`src/rtl/pfx_op_pkg.sv`:
```
package pfx_op_pkg;
  localparam int BYTE_W = 8;

  typedef enum logic [3:0] {
    CLS_OTHER    = 4'd0,
    CLS_NOP      = 4'd1,
    CLS_XCHG_EXT = 4'd2,
    CLS_ADD_RM   = 4'd3,
    CLS_MOV_RM   = 4'd4,
    CLS_RET      = 4'd5,
    CLS_SYS_TAB  = 4'd6,
    CLS_REG_GRP  = 4'd7,
    CLS_VMOV_Q   = 4'd8,
    CLS_VEC_LEAD = 4'd9,
    CLS_ABORT    = 4'd10
  } cls_e;

  typedef struct packed {
    logic lock;
    logic repne;
    logic rep;
    logic osz;
    logic asz;
  } pfx_t;

  typedef struct packed {
    logic w;
    logic r;
    logic x;
    logic b;
  } ext_t;

  typedef struct packed {
    logic is_esc;
    logic needs_form;
    logic lockable;
    logic need_osz;
    logic vec_lead;
    cls_e cls;
  } opinfo_t;

  localparam logic [BYTE_W-1:0] B_ESC   = 8'h0F;
  localparam logic [BYTE_W-1:0] B_LOCK  = 8'hF0;
  localparam logic [BYTE_W-1:0] B_REPNE = 8'hF2;
  localparam logic [BYTE_W-1:0] B_REP   = 8'hF3;
  localparam logic [BYTE_W-1:0] B_OSZ   = 8'h66;
  localparam logic [BYTE_W-1:0] B_ASZ   = 8'h67;
endpackage

```
`src/rtl/pfx_track.sv`:
```
module pfx_track
  import pfx_op_pkg::*;
#(
  parameter int MAX_PFX = 14,
  localparam int CNT_W = $clog2(MAX_PFX + 1)
) (
  input  logic              clk_i,
  input  logic              rst_ni,
  input  logic              clr_i,
  input  logic              take_i,
  input  logic [BYTE_W-1:0] byte_i,
  output logic              is_legacy_o,
  output logic              is_ext_o,
  output logic              full_o,
  output pfx_t              pfx_o,
  output ext_t              ext_o,
  output logic              ext_any_o,
  output logic              ext_dup_o,
  output logic              osz_last_o
);
  logic [CNT_W-1:0] cnt_q;
  pfx_t             pfx_q;
  ext_t             ext_q;
  logic             any_q, dup_q, osz_last_q;

  assign is_legacy_o = (byte_i == B_LOCK) || (byte_i == B_REPNE) || (byte_i == B_REP) ||
                       (byte_i == B_OSZ)  || (byte_i == B_ASZ);
  assign is_ext_o    = (byte_i[7:4] == 4'h4);
  assign full_o      = (cnt_q == CNT_W'(MAX_PFX));

  always_ff @(posedge clk_i or negedge rst_ni) begin
    if (!rst_ni) begin
      cnt_q      <= '0;
      pfx_q      <= '0;
      ext_q      <= '0;
      any_q      <= 1'b0;
      dup_q      <= 1'b0;
      osz_last_q <= 1'b0;
    end else if (clr_i) begin
      cnt_q      <= '0;
      pfx_q      <= '0;
      ext_q      <= '0;
      any_q      <= 1'b0;
      dup_q      <= 1'b0;
      osz_last_q <= 1'b0;
    end else if (take_i) begin
      cnt_q <= cnt_q + 1'b1;
      if (is_legacy_o) begin
        // an extension byte counts only as the last prefix
        ext_q      <= '0;
        osz_last_q <= (byte_i == B_OSZ);
        unique case (byte_i)
          B_LOCK:  pfx_q.lock  <= 1'b1;
          B_REPNE: pfx_q.repne <= 1'b1;
          B_REP:   pfx_q.rep   <= 1'b1;
          B_OSZ:   pfx_q.osz   <= 1'b1;
          default: pfx_q.asz   <= 1'b1;
        endcase
      end else if (is_ext_o) begin
        dup_q <= dup_q | any_q;
        any_q <= 1'b1;
        ext_q <= ext_t'(byte_i[3:0]);
      end
    end
  end

  assign pfx_o      = pfx_q;
  assign ext_o      = ext_q;
  assign ext_any_o  = any_q;
  assign ext_dup_o  = dup_q;
  assign osz_last_o = osz_last_q;
endmodule

```
`src/rtl/op_table.sv`:
```
module op_table
  import pfx_op_pkg::*;
(
  input  logic              esc_i,
  input  logic [BYTE_W-1:0] op_i,
  output opinfo_t           info_o
);
  always_comb begin
    info_o     = '0;
    info_o.cls = CLS_OTHER;
    if (!esc_i) begin
      unique case (op_i)
        B_ESC: info_o.is_esc = 1'b1;
        8'h01: begin
          info_o.needs_form = 1'b1;
          info_o.lockable   = 1'b1;
          info_o.cls        = CLS_ADD_RM;
        end
        8'h89: begin
          info_o.needs_form = 1'b1;
          info_o.cls        = CLS_MOV_RM;
        end
        8'h90: info_o.cls = CLS_NOP;
        8'hC3: info_o.cls = CLS_RET;
        8'hC4, 8'hC5, 8'h62: begin
          info_o.vec_lead = 1'b1;
          info_o.cls      = CLS_VEC_LEAD;
        end
        default: ;
      endcase
    end else begin
      unique case (op_i)
        8'h01: begin
          info_o.needs_form = 1'b1;
          info_o.cls        = CLS_SYS_TAB;
        end
        8'hD6: begin
          info_o.needs_form = 1'b1;
          info_o.need_osz   = 1'b1;
          info_o.cls        = CLS_VMOV_Q;
        end
        default: ;
      endcase
    end
  end
endmodule

```
`src/rtl/form_resolve.sv`:
```
module form_resolve
  import pfx_op_pkg::*;
(
  input  opinfo_t           info_i,
  input  logic              form_vld_i,
  input  logic [BYTE_W-1:0] form_i,
  input  logic              lock_i,
  input  logic              osz_ok_i,
  input  ext_t              ext_i,
  input  logic              dup_i,
  output cls_e              cls_o,
  output logic              ill_o,
  output logic [1:0]        mod_o,
  output logic [3:0]        reg_o,
  output logic [3:0]        rm_o
);
  logic mem_form, lock_ok, sys_bad;

  always_comb begin
    mod_o = form_vld_i ? form_i[7:6] : 2'b00;
    reg_o = form_vld_i ? {ext_i.r, form_i[5:3]} : 4'd0;
    if (form_vld_i)                 rm_o = {ext_i.b, form_i[2:0]};
    else if (info_i.cls == CLS_NOP) rm_o = {ext_i.b, 3'b000};
    else                            rm_o = 4'd0;

    mem_form = form_vld_i && (form_i[7:6] != 2'b11);

    cls_o = info_i.cls;
    if (info_i.cls == CLS_NOP && ext_i.b)        cls_o = CLS_XCHG_EXT;
    if (info_i.cls == CLS_SYS_TAB && !mem_form)  cls_o = CLS_REG_GRP;

    lock_ok = info_i.lockable && mem_form;
    sys_bad = (info_i.cls == CLS_SYS_TAB) && mem_form && (form_i[5:4] == 2'b10);
    ill_o   = dup_i || (lock_i && !lock_ok) || (info_i.need_osz && !osz_ok_i) || sys_bad;
  end
endmodule

```
`src/rtl/pfx_op_classifier.sv`:
```
module pfx_op_classifier
  import pfx_op_pkg::*;
#(
  parameter int MAX_PFX = 14
) (
  input  logic       clk_i,
  input  logic       rst_ni,
  input  logic [7:0] byte_i,
  input  logic       valid_i,
  output logic       ready_o,
  output logic       rec_valid_o,
  input  logic       rec_ready_i,
  output logic       lock_o,
  output logic       repne_o,
  output logic       rep_o,
  output logic       osz_o,
  output logic       asz_o,
  output logic [3:0] ext_o,
  output logic       esc_o,
  output logic [7:0] opcode_o,
  output logic [1:0] mod_o,
  output logic [3:0] reg_o,
  output logic [3:0] rm_o,
  output logic [3:0] class_o,
  output logic       illegal_o,
  output logic       vec_lead_o
);
  typedef enum logic [1:0] {ST_PFX, ST_ESC, ST_FORM, ST_OUT} st_e;

  st_e              st_q;
  logic             esc_q, osz_ok_q;
  logic [BYTE_W-1:0] op_q;

  logic    acc, in_pfx, pfx_byte, take, abort, clr, finish, go_esc, go_form;
  logic    is_legacy, is_ext, full, ext_any, ext_dup, osz_last, osz_ok, dup;
  logic    tbl_esc;
  logic [BYTE_W-1:0] tbl_op;
  pfx_t    pfx;
  ext_t    ext;
  opinfo_t info;
  cls_e    res_cls;
  logic    res_ill;
  logic [1:0] res_mod;
  logic [3:0] res_reg, res_rm;

  pfx_t    r_pfx;
  ext_t    r_ext;
  logic    r_esc, r_ill, r_vec;
  logic [BYTE_W-1:0] r_op;
  logic [1:0] r_mod;
  logic [3:0] r_reg, r_rm;
  cls_e    r_cls;

  assign ready_o  = (st_q != ST_OUT);
  assign acc      = valid_i && ready_o;
  assign in_pfx   = (st_q == ST_PFX);
  assign pfx_byte = is_legacy || is_ext;
  assign take     = acc && in_pfx && pfx_byte && !full;
  assign abort    = acc && in_pfx && pfx_byte && full;
  assign clr      = (st_q == ST_OUT) && rec_ready_i;

  pfx_track #(.MAX_PFX(MAX_PFX)) u_track (
    .clk_i       (clk_i),
    .rst_ni      (rst_ni),
    .clr_i       (clr),
    .take_i      (take),
    .byte_i      (byte_i),
    .is_legacy_o (is_legacy),
    .is_ext_o    (is_ext),
    .full_o      (full),
    .pfx_o       (pfx),
    .ext_o       (ext),
    .ext_any_o   (ext_any),
    .ext_dup_o   (ext_dup),
    .osz_last_o  (osz_last)
  );

  assign tbl_esc = (st_q == ST_ESC) || ((st_q == ST_FORM) && esc_q);
  assign tbl_op  = (st_q == ST_FORM) ? op_q : byte_i;

  op_table u_tbl (
    .esc_i  (tbl_esc),
    .op_i   (tbl_op),
    .info_o (info)
  );

  // the 66 adjacency is judged at the first opcode byte
  assign osz_ok = in_pfx ? osz_last : osz_ok_q;
  assign dup    = info.vec_lead ? ext_any : ext_dup;

  form_resolve u_res (
    .info_i     (info),
    .form_vld_i (st_q == ST_FORM),
    .form_i     (byte_i),
    .lock_i     (pfx.lock),
    .osz_ok_i   (osz_ok),
    .ext_i      (ext),
    .dup_i      (dup),
    .cls_o      (res_cls),
    .ill_o      (res_ill),
    .mod_o      (res_mod),
    .reg_o      (res_reg),
    .rm_o       (res_rm)
  );

  assign go_esc  = acc && in_pfx && !pfx_byte && info.is_esc;
  assign go_form = acc && ((in_pfx && !pfx_byte && !info.is_esc && info.needs_form) ||
                           ((st_q == ST_ESC) && info.needs_form));
  assign finish  = acc && ((in_pfx && !pfx_byte && !info.is_esc && !info.needs_form) ||
                           ((st_q == ST_ESC) && !info.needs_form) ||
                           (st_q == ST_FORM));

  always_ff @(posedge clk_i or negedge rst_ni) begin
    if (!rst_ni) begin
      st_q     <= ST_PFX;
      esc_q    <= 1'b0;
      osz_ok_q <= 1'b0;
      op_q     <= '0;
    end else begin
      if (abort || finish) st_q <= ST_OUT;
      else if (go_esc)     st_q <= ST_ESC;
      else if (go_form)    st_q <= ST_FORM;
      else if (clr)        st_q <= ST_PFX;

      if (go_esc) begin
        esc_q    <= 1'b1;
        osz_ok_q <= osz_last;
      end else if (clr) begin
        esc_q <= 1'b0;
      end
      if (go_form) begin
        op_q <= byte_i;
        if (in_pfx) osz_ok_q <= osz_last;
      end
    end
  end

  always_ff @(posedge clk_i or negedge rst_ni) begin
    if (!rst_ni) begin
      r_pfx <= '0;
      r_ext <= '0;
      r_esc <= 1'b0;
      r_ill <= 1'b0;
      r_vec <= 1'b0;
      r_op  <= '0;
      r_mod <= '0;
      r_reg <= '0;
      r_rm  <= '0;
      r_cls <= CLS_OTHER;
    end else if (abort) begin
      r_pfx <= pfx;
      r_ext <= ext;
      r_esc <= 1'b0;
      r_ill <= 1'b1;
      r_vec <= 1'b0;
      r_op  <= byte_i;
      r_mod <= '0;
      r_reg <= '0;
      r_rm  <= '0;
      r_cls <= CLS_ABORT;
    end else if (finish) begin
      r_pfx <= pfx;
      r_ext <= ext;
      r_esc <= tbl_esc;
      r_ill <= res_ill;
      r_vec <= info.vec_lead;
      r_op  <= tbl_op;
      r_mod <= res_mod;
      r_reg <= res_reg;
      r_rm  <= res_rm;
      r_cls <= res_cls;
    end
  end

  assign rec_valid_o = (st_q == ST_OUT);
  assign lock_o      = r_pfx.lock;
  assign repne_o     = r_pfx.repne;
  assign rep_o       = r_pfx.rep;
  assign osz_o       = r_pfx.osz;
  assign asz_o       = r_pfx.asz;
  assign ext_o       = r_ext;
  assign esc_o       = r_esc;
  assign opcode_o    = r_op;
  assign mod_o       = r_mod;
  assign reg_o       = r_reg;
  assign rm_o        = r_rm;
  assign class_o     = r_cls;
  assign illegal_o   = r_ill;
  assign vec_lead_o  = r_vec;
endmodule

```
`config.mk`:
```
export PLATFORM = sky130hd
export DESIGN_NAME = pfx_op_classifier
export DESIGN_NICKNAME = d
export VERILOG_FILES = /design/src/rtl/pfx_op_pkg.sv /design/src/rtl/pfx_track.sv /design/src/rtl/op_table.sv /design/src/rtl/form_resolve.sv /design/src/rtl/pfx_op_classifier.sv
export SDC_FILE = /design/constraint.sdc
export NUM_CORES = 1
export LEC_CHECK = 0
export BUFFER_PORTS_ARGS = -buffer_cell sky130_fd_sc_hd__buf_2
export CAP_MARGIN = 20
export CORE_ASPECT_RATIO = 1.2
export CORE_MARGIN = 5
export CORE_UTILIZATION = 40
export DETAILED_ROUTE_END_ITERATION = 10
export PLACE_DENSITY = 0.65
export SYNTH_ARGS = -nofsm -noshare
export SYNTH_HDL_FRONTEND = slang
export SYNTH_HIERARCHICAL = 1
export SYNTH_SLANG_ARGS = --single-unit
```
`constraint.sdc`:
```
create_clock -name clk_i -period 7.55 [get_ports clk_i]
set_input_delay 0.755 -clock clk_i [delete_from_list [all_inputs] [get_ports clk_i]]
set_output_delay 0.755 -clock clk_i [all_outputs]
set_load 0.1 [all_outputs]
```
Word level (Yosys, flattened, before mapping)

Cells that the tools add are included.

Latch bits: 0
Bits in read-only memories: 0
Flip-flop bits (word level): 62
Memories kept: 0
Memory bits (writable): 0

Muxes and demuxes: 77
Eq/ne operators: 26
$mul: 0
Divide/modulo/power cells: 0
Shift-type cells: 0
Reductions and logical operators: 69
$add $sub $neg: 1
Order comparisons: 0
Bitwise logic cells: 1

Operator list:

| kind                | number |
|---|---|
| $mux 4              | 20 |
| $eq 8x8->1 const B  | 9 |
| $mux 1              | 40 |
| $logic_and 1x1->1   | 25 |
| $mux 5              | 5 |
| $eq 8x7->1 const B  | 3 |
| $mux 8              | 3 |
| $pmux 4 s5          | 1 |
| $reduce_and 3->1    | 6 |
| $reduce_bool 2->1   | 9 |
| $mux 2              | 7 |
| $logic_or 1x1->1    | 13 |
| $eq 4x3->1 const B  | 2 |
| $eq 8x1->1 const B  | 1 |
| $eq 8x4->1 const B  | 1 |
| $pmux 4 s2          | 1 |
| $logic_not 1->1     | 7 |
| $eq 2x2->1 const B  | 3 |
| $ne 2x2->1 const B  | 3 |
| $add 4x1->4 const B | 1 |
| $eq 4x1->1 const B  | 1 |
| $eq 4x4->1 const B  | 1 |
| $reduce_and 2->1    | 2 |
| $reduce_bool 4->1   | 1 |
| other kinds (8)     | 9 |

Longest topological paths before layout

Gate-level depths: netlist (run 1).

Depth after elaboration: 15
Gate-level depth with buffers: 14
Mapped depth without buffers: 10

Hierarchy

Netlist (run 1), hierarchy kept.

Modules (own cells, without submodules):

| module            | cells each | instances | area each (µm²) | sequential area each (µm²) |
|---|---|---|---|---|
| pfx_op_classifier | 157        | 1         | 2,057.0         | 1,151.1 |
| pfx_track         | 75         | 1         | 783.3           | 400.4 |
| op_table          | 31         | 1         | 216.5           | 0.0 |
| form_resolve      | 25         | 1         | 170.2           | 0.0 |

Worst setup path before layout (run 1)

OpenSTA, ideal clock, no wires.

Path type: reg-to-reg
From: reg st_q[0]
To: reg r_ill, in the netlist illegal_o
Cell stages (with the launch flop): 12
Library setup time: 0.125 ns
Buffers on the path: 2
Data required time: 7.425 ns
Arrival time: 3.043 ns
Clock period less this slack: 3.168 ns
Path slack: 4.382 ns
Path through: dfrtp_1 > buf_2 > nor2b_1 > buf_2 > mux2_2 > or4b_1 > a211o_1 > o211ai_2 > nor4bb_1 > and4b_1 > or4_1 > o22a_1

RTL lines:

| item                   | line                     | RTL |
|---|---|---|
| from (decl)            | pfx_op_classifier.sv:30  | `st_e st_q;` |
| from (signal assigned) | pfx_op_classifier.sv:115 | `st_q <= ST_PFX;` |
| from (signal assigned) | pfx_op_classifier.sv:120 | `if (abort \|\| finish) st_q <= ST_OUT;` |
| from (signal assigned) | pfx_op_classifier.sv:121 | `else if (go_esc) st_q <= ST_ESC;` |
| to (signal assigned)   | pfx_op_classifier.sv:165 | `r_ill <= res_ill;` |
| to (decl)              | pfx_op_classifier.sv:48  | `logic r_esc, r_ill, r_vec;` |

==> results of run 1 <==
placed cells by master (no fill, tap or decap), drive strengths merged, types with 2 or more instances in the layout:
master,n
and4b,2
clkbuf,14
nor3,5
nand2b,5
nand4,2
buf,49
nand4bb,2
nand3b,2
or3,3
or4b,3
or4,2
and3,3
a211o,2
inv,20
nor2,16
nand2,12
and2,11
dfrtp,62
clkinv,2
ha,2
a21boi,3
a21oi,13
nand4b,3
o22a,5
nor3b,2
nand3,4
a22o,19
o22ai,8
nor4b,2
nor2b,7
o211ai,2
o21ai,3
o2111ai,3
xor2,2
mux2,28
and3b,2
cell families after synthesis:
logic type,after synthesis
and+or+nand+nor,92
DFF,62
muxes,29
adders and majority gates,2
xor gates and xnor gates,3
AOI/OAI and AO/OA,65
buffers and inverters,35
power by group:
| group | leakage (nW) | internal, W | switching [W] | total, W |
|---|---|---|---|---|
| clock network | 0.115 | 0.000187 | 0.000126 | 0.000313 |
| registers | 0.824 | 0.000412 | 0.0000520 | 0.000464 |
| logic | 0.927 | 0.000174 | 0.000645 | 0.000819 |
| total | 1.87 | 0.000773 | 0.000823 | 0.00160 |
critical path, stage by stage (launching register included):
cell       delay, ns
dfrtp_1         0.49
nor2b_1         0.17
buf_4           0.24
mux2_2          0.41
or3_1           0.37
nor3_1          0.37
nor3_2          0.14
o2111ai_4       0.42
and2_1          0.76
a22o_1          0.25
per-layer routing:
metal,routed length (µm),GRT usage
met1,3330,0.195
met2,3420,0.256
met3,345,0.0515
met4,135,0.0711
met5,0,0
layout make-up:
cell class              instances  area share
clock buffers                  13      0.0480
clock inverters                 3      0.0107
inverters                      20      0.0201
multi-input cells             191       0.404
flip-flops and latches         62       0.416
well taps                      95      0.0319
repair buffers                 50      0.0685
cells in the mapped netlist (3+ instances only):
master and instances:
dfrtp_1 62, mux2_2 21, inv_1 20, a22o_1 18
nor2_1 15, a21oi_1 13, and2_1 11, nand2_1 10
o22ai_1 8, mux2_4 7, nor2b_1 7, buf_2 5
clkbuf_1 5, nand2b_1 5, nand3_1 4, nor3_1 4
o22a_1 4, and3_1 3, buf_6 3, or3_1 3
or4b_1 3
through the flow:
step	setup slack, ns	util	hold WS, ns	cell area [µm²]	total power [W]
2_1_floorplan	4.38	-	0.457	3230	0.00117
3_3_place_gp	3.95	0.437	0.474	3500	0.00128
3_5_place_dp	3.82	0.437	0.479	3500	0.00129
4_1_cts	3.79	0.464	0.494	3720	0.00161
5_1_grt	3.49	0.465	0.514	3730	0.00168
6_report	3.84	0.465	0.493	3730	0.00160
state kept, by name (all words and copies together) (netlist names), 2 cells and up:
name           flops
class_o            4
u_track/ext_o      4
opcode_o           8
u_track/pfx_o      5
reg_o              4
mod_o              2
ext_o              4
rm_o               4
op_q               8
st_q               2
u_track/cnt_q      4
how the worst max path moves through the flow:
stage / endpoint / slack, ns
floorplan: illegal_o / 4.38
global placement: opcode_o[0] / 3.95
detailed placement: st_q[1] / 3.82
CTS: rm_o[2] / 3.79
global route: opcode_o[3] / 3.49
finish: rm_o[2] / 3.84
==> impl_metrics.json, run 1 <==
{
  "cts_buffers": 9,
  "fin_tns_setup_ns": 0,
  "worstSetupStartpoint": "st_q[1]",
  "coreArea_um2": 8020,
  "port-buffer-count": 47,
  "cap_violations": 0,
  "slew_viol_final": 0,
  "hold_class": "flop to flop",
  "ys_warn_count": 6,
  "final_nets": 348,
  "synth-seq-cells": 62,
  "ctsHoldBuffers": 0,
  "die_x_um": 92.0,
  "fmax_mhz": 269,
  "timing.hold.worst.start": "rm_o[1]",
  "clock_path_buffers": 2,
  "wl_um": 7230,
  "cts_setup_buffers": 0,
  "initial_utilization": 0.402,
  "worst_pin_slew_ns": 0.859,
  "clock_latency_ns": 0.35,
  "drt-initial-drc-count": 140,
  "yosys.area.top_type": "dfrtp_1",
  "synth_compound_area_frac": 0.161,
  "synth-main-ff-cell": "dfrtp_1",
  "grt_max_degree": 63,
  "powerDensity_nw_per_um2": 428,
  "vias": 2370,
  "rrSetupSlack_ns": 3.84,
  "hold_depth": 1,
  "cts_sinks": 62,
  "root_buffer": "clkbuf_8",
  "critical_path_arrival_ns": 3.99,
  "synth_top_cells_by_area": "dfrtp_1 48%, mux2_2 7.3%, a22o_1 4.9%",
  "min_to": "rm_o[1]",
  "worstSetupPathType": "flop to flop",
  "period_share": 0.492,
  "multiInputGateArea_um2": 1510,
  "grt_pass1_wl_um": 12200,
  "synth-async-reset-ratio": 1.00,
  "setup_viol_count_final": 0,
  "synth_edf_count": 0,
  "status": "completed",
  "die_area_um2": 9970,
  "dr.pass1.iters": 5,
  "syn_nets": 302,
  "fin_cells": 434,
  "syn2layout_area_growth_pct": 15.5,
  "final_layout_size_suffix_gt1_frac": 0.322,
  "leakage_nw": 1.87,
  "ys_seq_area_frac": 0.481,
  "seqCellArea_um2": 1550,
  "synth_top_cell_area_share": 0.481,
  "startpoint_type": "flop",
  "diodes": 0,
  "skew_ns": 0.00810,
  "crit_path_max_fanout": 24,
  "syn-cell-area_um2": 3230,
  "ios": 48,
  "synth-xor-area-share": 0.00814,
  "timing.rr.start": "st_q[1]",
  "ir_worst_vdd_mv": 0.306,
  "synth_top_family_by_area": "simple AND/OR/NAND/NOR gates",
  "grt_pass1_vias": 2387,
  "final.fill_count": 765,
  "rr_worst_depth": 9,
  "ctsResizeCount": 0,
  "hpwl_um": 5010,
  "finalHoldViolations": 0,
  "tritoncts": "done",
  "htreeDepth": 3,
  "vias_per_cell": 5.46,
  "endpoint_kind": "flop",
  "synth-adder-area-share": 0.00775,
  "yosys.area_share.simple": 0.182,
  "drc": 0,
  "place.gp.congestion": 0.912,
  "dieHeight_um": 108,
  "drtAntennaViolNets": 0,
  "track_usage": 0.159,
  "grt-ovfl-total": 0,
  "clk_pin_slew_ns": 0.07,
  "dp_cells": 417,
  "ys_types": 60,
  "wl_per_cell_um": 16.7,
  "rsz0062_at_grt": "false",
  "worstReg2RegEnd": "rm_o[2]",
  "crit_required_ns": 7.83,
  "maxSlewHeadroom": 0.428,
  "syn-instance-count": 288,
  "finalCriticalPeriod_ns": 3.71,
  "avgSynthCellArea_um2": 11.2,
  "antenna_found_initial": 0,
  "yosys-mux-area-fraction": 0.109,
  "row_count": 36
}
Note: power is estimated with default switching activity, not from simulation.
==> run 2, diff against run 1 <==
- PLACE_DENSITY: 0.65 -> 0.68
- clock period: 7.55 -> 3.21 ns (I/O delays scaled with it)
==> run 2 against run 1 <==
  * Final area is 5.2% higher
  * Combinational power grew to 2.6 times the previous value
  * Clock power is 100% higher
  * Sequential share of layout area down 2.1 points
  * Register-to-register slack got worse by 3.7 ns
  * Largest cell class unchanged
==> impl_metrics.json, run 2 (same netlist as run 1, synthesis figures left out) <==
{
  "status": "completed",
  "antenna_found_initial": 0,
  "crit_chain": "nor2b_2 -> buf_6 -> mux2_4 -> or4b_1 -> a211o_1 -> o211ai_2 -> nor4bb_1 -> and4b_1 -> or4_1 -> o22a_1",
  "hold_class": "input port to async pin",
  "port-buffer-count": 47,
  "critPathSlowestCell": "or4b_1",
  "die_area_um2": 9970,
  "clock_latency_ns": 0.34,
  "ir_worst_vdd_mv": 0.749,
  "htreeDepth": 3,
  "fin_cells": 458,
  "ctsHoldBuffers": 0,
  "postLayoutCoreUtil": 0.489,
  "stdcell_area_um2": 3920,
  "final_layout_size_suffix_gt1_frac": 0.372,
  "dr.pass1.iters": 4,
  "crit_family": "simple AND/OR/NAND/NOR gates",
  "dieHeight_um": 108,
  "setup_viol_count_final": 0,
  "slew_viol_final": 0,
  "final_nets": 372,
  "skew_ns": 0.0114,
  "clock_path_buffers": 2,
  "startpoint_type": "flop",
  "grt_max_degree": 34,
  "place.gp.congestion": 0.904,
  "drtAntennaViolNets": 0,
  "finalCriticalPeriod_ns": 3.11,
  "hpwl_um": 5790,
  "row_count": 36,
  "track_usage": 0.170,
  "vias_per_cell": 5.43,
  "leakage_nw": 1.98,
  "crit_path_max_fanout": 8,
  "crit_buf_inv": 1,
  "cts_sinks": 62,
  "fmax_mhz": 322,
  "die_x_um": 92.0,
  "period_share": 0.968,
  "coreArea_um2": 8020,
  "grt_pass1_vias": 2513,
  "maxSlewHeadroom": 0.508,
  "layout_common_cells": "62 x dfrtp_1, 47 x buf_2, 25 x buf_4",
  "cts_buffers": 9,
  "grt_pass1_wl_um": 13200,
  "cap_violations": 0,
  "critical_path_arrival_ns": 3.34,
  "wl_um": 7810,
  "crit_required_ns": 3.44,
  "dp_cells": 438,
  "wl_per_cell_um": 17.1,
  "total_power_w": 0.00382,
  "vias": 2487,
  "powerDensity_nw_per_um2": 974,
  "drc": 0,
  "drt-initial-drc-count": 137,
  "ios": 48,
  "initial_utilization": 0.402,
  "finalHoldViolations": 0,
  "dpl-instance-area_um2": 3670,
  "endpoint_kind": "flop",
  "worst_pin_slew_ns": 0.739,
  "layout_commonest_cell": "dfrtp_1",
  "grt-ovfl-total": 0,
  "clk_pin_slew_ns": 0.07,
  "max_stage_delay_ns": 0.57,
  "tritoncts": "done",
  "root_buffer": "clkbuf_8",
  "syn2layout_area_growth_pct": 21.5,
  "diodes": 0,
  "worst_hold_slack_ns": 0.0317,
  "worstSetupPathType": "flop to flop"
}
## run 2: worst paths after layout
kind | startpoint | end | slack, ns | cells after the start
max | st_q[1] | illegal_o | 0.10 | 10
min | rst_ni | opcode_o[3] | 0.03 | 1
max reg2reg | st_q[1] | illegal_o | 0.10 | 10
min reg2reg | class_o[2] | class_o[2] | 0.49 | 1
max in group asynchronous | rst_ni | reg_o[3] | 2.35 | 2
min in group clk_i | rec_ready_i | st_q[1] | 0.29 | 4
## run 2: report_power, final
group	total [W]	switching [W]	internal (W)
logic	0.00212	0.00158	0.000537
clock network	0.000633	0.000313	0.000320
registers	0.00107	0.000102	0.000968
## run 2: area by class of cell
type	instances	area, µm²
fill	757	4100
multi-input combinational	191	1540
inverter	20	75.1
clock buffer	11	151
sequential	62	1550
timing repair buffer	74	454
tap	95	119
clock inverter	5	33.8
## run 2: worst reg2reg max path: cells and delay by family (launching register included)
kind,cells,cell delay (ns)
AND/OR/NAND/NOR,5,1.51
AO/OA/AOI/OAI,3,0.65
flip-flops,1,0.37
multiplexers,1,0.33
buffers and inverters,1,0.13
## run 2: metal layers
metal  vias to the layer above  GRT usage  wire [µm]  part of all wire
met1                      1235      0.224       3640              0.47
met2                        47      0.275       3760              0.48
met3                        12     0.0306        254             0.033
met4                         0     0.0754        158             0.020
li1                       1193          -          -                 -
met5                         -          0          0                 0
## run 2: repair_timing
item / in CTS / in global routing
gates cloned: 0 / 0
gates resized for setup: 1 / 7
endpoints found under the setup margin: 1 / 19
setup buffers: 2 / 2
## run 2: through the flow
| stage | setup slack [ns] | setup TNS (ns) |
|---|---|---|
| final | 0.102 | 0 |
| after global routing | -0.00272 | -0.00272 |
| after CTS | 0.0237 | 0 |
| after detailed placement | -0.0145 | -0.0145 |
| after global placement | 0.107 | 0 |
| after floorplan | 0.0418 | 0 |
==> run 3, diff against run 2 <==
- PLACE_DENSITY: 0.68 -> default
- PLACE_DENSITY_LB_ADDON: default -> 0.08
==> run 3 against run 2 <==
  * Critical endpoint unchanged
  * Die area stayed put
  * Flip-flop and latch count stayed put
  * Sequential power hardly changed
==> impl_metrics.json, run 3 (same netlist as run 1, synthesis figures left out) <==
{
  "dpl-instance-area_um2": 3660,
  "final.fill_count": 773,
  "drtAntennaViolNets": 0,
  "grtUsageMet3": 0.0383,
  "rsz0062_at_grt": "false",
  "final_layout_size_suffix_gt1_frac": 0.368,
  "fin_ws_ns": 0.120,
  "finalCriticalPeriod_ns": 3.09,
  "pre_cts_ws_ns": 0.0423,
  "tritoncts": "done",
  "power_switching_w": 0.00202,
  "port-buffer-count": 47,
  "fin_tns_setup_ns": 0,
  "rrSetupSlack_ns": 0.12,
  "dieHeight_um": 108,
  "track_usage": 0.172,
  "startpoint_type": "flop",
  "p_seq_frac": 0.283,
  "worstSetupPathType": "flop to flop",
  "drt-initial-drc-count": 129,
  "place.gp.congestion": 0.952,
  "clock_path_buffers": 2,
  "initial_utilization": 0.402,
  "final_nets": 368,
  "clk_pin_slew_ns": 0.08,
  "critical_path_arrival_ns": 3.32,
  "drc": 0,
  "maxSlewHeadroom": 0.492,
  "grt-ovfl-total": 0,
  "hpwl_um": 5630,
  "coreArea_um2": 8020,
  "total_power_w": 0.00380,
  "layout_common_cells": "62 x dfrtp_1, 47 x buf_2, 21 x buf_4",
  "internal_power_w": 0.00178,
  "crit_required_ns": 3.44,
  "clock_latency_ns": 0.34,
  "skew_ns": 0.0157,
  "leakage_nw": 1.97,
  "comb_power_share": 0.560,
  "cts_sinks": 62,
  "worst_pin_slew_ns": 0.762,
  "syn2layout_area_growth_pct": 20.6,
  "slew_viol_final": 0,
  "dr.pass1.iters": 4,
  "setup_viol_count_final": 0,
  "timing.rr.start": "st_q[0]",
  "wl_per_cell_um": 17.7,
  "status": "completed",
  "ctsHoldBuffers": 0,
  "layout_commonest_cell": "dfrtp_1",
  "rr_worst_depth": 10,
  "crit_buf_inv": 1,
  "htreeDepth": 3,
  "max_stage_delay_ns": 0.54,
  "grt_max_degree": 63,
  "use_met1": 0.242,
  "crit_end": "illegal_o",
  "ir_worst_vdd_mv": 0.566,
  "crit_family": "simple AND/OR/NAND/NOR gates",
  "die_area_um2": 9970,
  "powerDensity_nw_per_um2": 976,
  "hold_class": "input port to async pin",
  "diodes": 0,
  "crit_path_max_fanout": 5,
  "worst_hold_slack_ns": 0.136,
  "vias_per_cell": 5.40,
  "power_switching_share": 0.531,
  "p_clk_frac": 0.157,
  "grt_use_met2": 0.265,
  "period_share": 0.962,
  "vias": 2452,
  "ios": 48,
  "crit_chain": "nor2b_4 -> buf_6 -> mux2_2 -> or4b_1 -> a211o_1 -> o211ai_2 -> nor4bb_1 -> and4b_1 -> or4_1 -> o22a_1",
  "busiest_layer": "met2",
  "die_x_um": 92.0,
  "grt_pass1_wl_um": 13200,
  "critPathSlowestCell": "or4b_1",
  "wl_um": 8030,
  "row_count": 36,
  "cts_buffers": 9,
  "finalHoldViolations": 0,
  "grt_pass1_vias": 2490,
  "antenna_found_initial": 0,
  "endpoint_kind": "flop",
  "cap_violations": 0,
  "worstSetupStartpoint": "st_q[0]",
  "root_buffer": "clkbuf_8",
  "worstReg2RegEnd": "illegal_o",
  "stdcell_area_um2": 3890,
  "fmax_mhz": 324,
  "path_depth": 10
}
## run 3: worst reg2reg max path, delay by kind of cell (launching register included)
kind | cells | cell delay [ns]
buffers and inverters | 1 | 0.14
flip-flops | 1 | 0.40
AND/OR/NAND/NOR | 5 | 1.46
AO/OA/AOI/OAI | 3 | 0.67
multiplexers | 1 | 0.34
## run 3: power groups by stage
| stage | Clock, W | Sequential, W | Combinational [W] |
|---|---|---|---|
| floorplan | 0 | 0.00196 | 0.000777 |
| global placement | 0 | 0.00108 | 0.00206 |
| detailed placement | 0 | 0.00108 | 0.00206 |
| CTS | 0.000612 | 0.00107 | 0.00206 |
| global route | 0.000645 | 0.00110 | 0.00224 |
| finish | 0.000595 | 0.00107 | 0.00213 |
## run 3: how the worst min path moves through the flow
stage	to	cells past startpoint	slack, ns
CTS	reg_o[0]	2	0.17
global route	reg_o[0]	2	0.22
detailed placement	u_track/pfx_o[1]	2	0.48
floorplan	asz_o	0	0.03
finish	reg_o[0]	2	0.14
global placement	u_track/ext_dup_o	2	0.48
## run 3: what timing repair did
action | in CTS | in global routing
buffers inserted | 0 | 1
setup endpoints to repair | 0 | 20
gates resized for setup | 0 | 13
## run 3: final cells by class
class                      count  area (µm²)  share of cell area
clock inverter                 6        38.8             0.00996
inverter                      20        75.1              0.0193
timing repair buffer          70         424               0.109
tap                           95         119              0.0305
multi-input combinational    191        1560               0.400
clock buffer                  10         128              0.0328
sequential                    62        1550               0.399
## run 3: metal layers
| layer | vias up | wire length (µm) |
|---|---|---|
| met4 | 0 | 129 |
| met5 | - | 0 |
| met2 | 44 | 3620 |
| met3 | 10 | 300 |
| met1 | 1205 | 3990 |
| li1 | 1193 | - |
## run 3: through the flow
| stage | instances | util |
|---|---|---|
| 3_3_place_gp | 436 | 0.456 |
| 6_report | 454 | 0.485 |
| 3_5_place_dp | 436 | 0.456 |
| 2_1_floorplan | 288 | - |
| 5_1_grt | 454 | 0.485 |
| 4_1_cts | 452 | 0.477 |
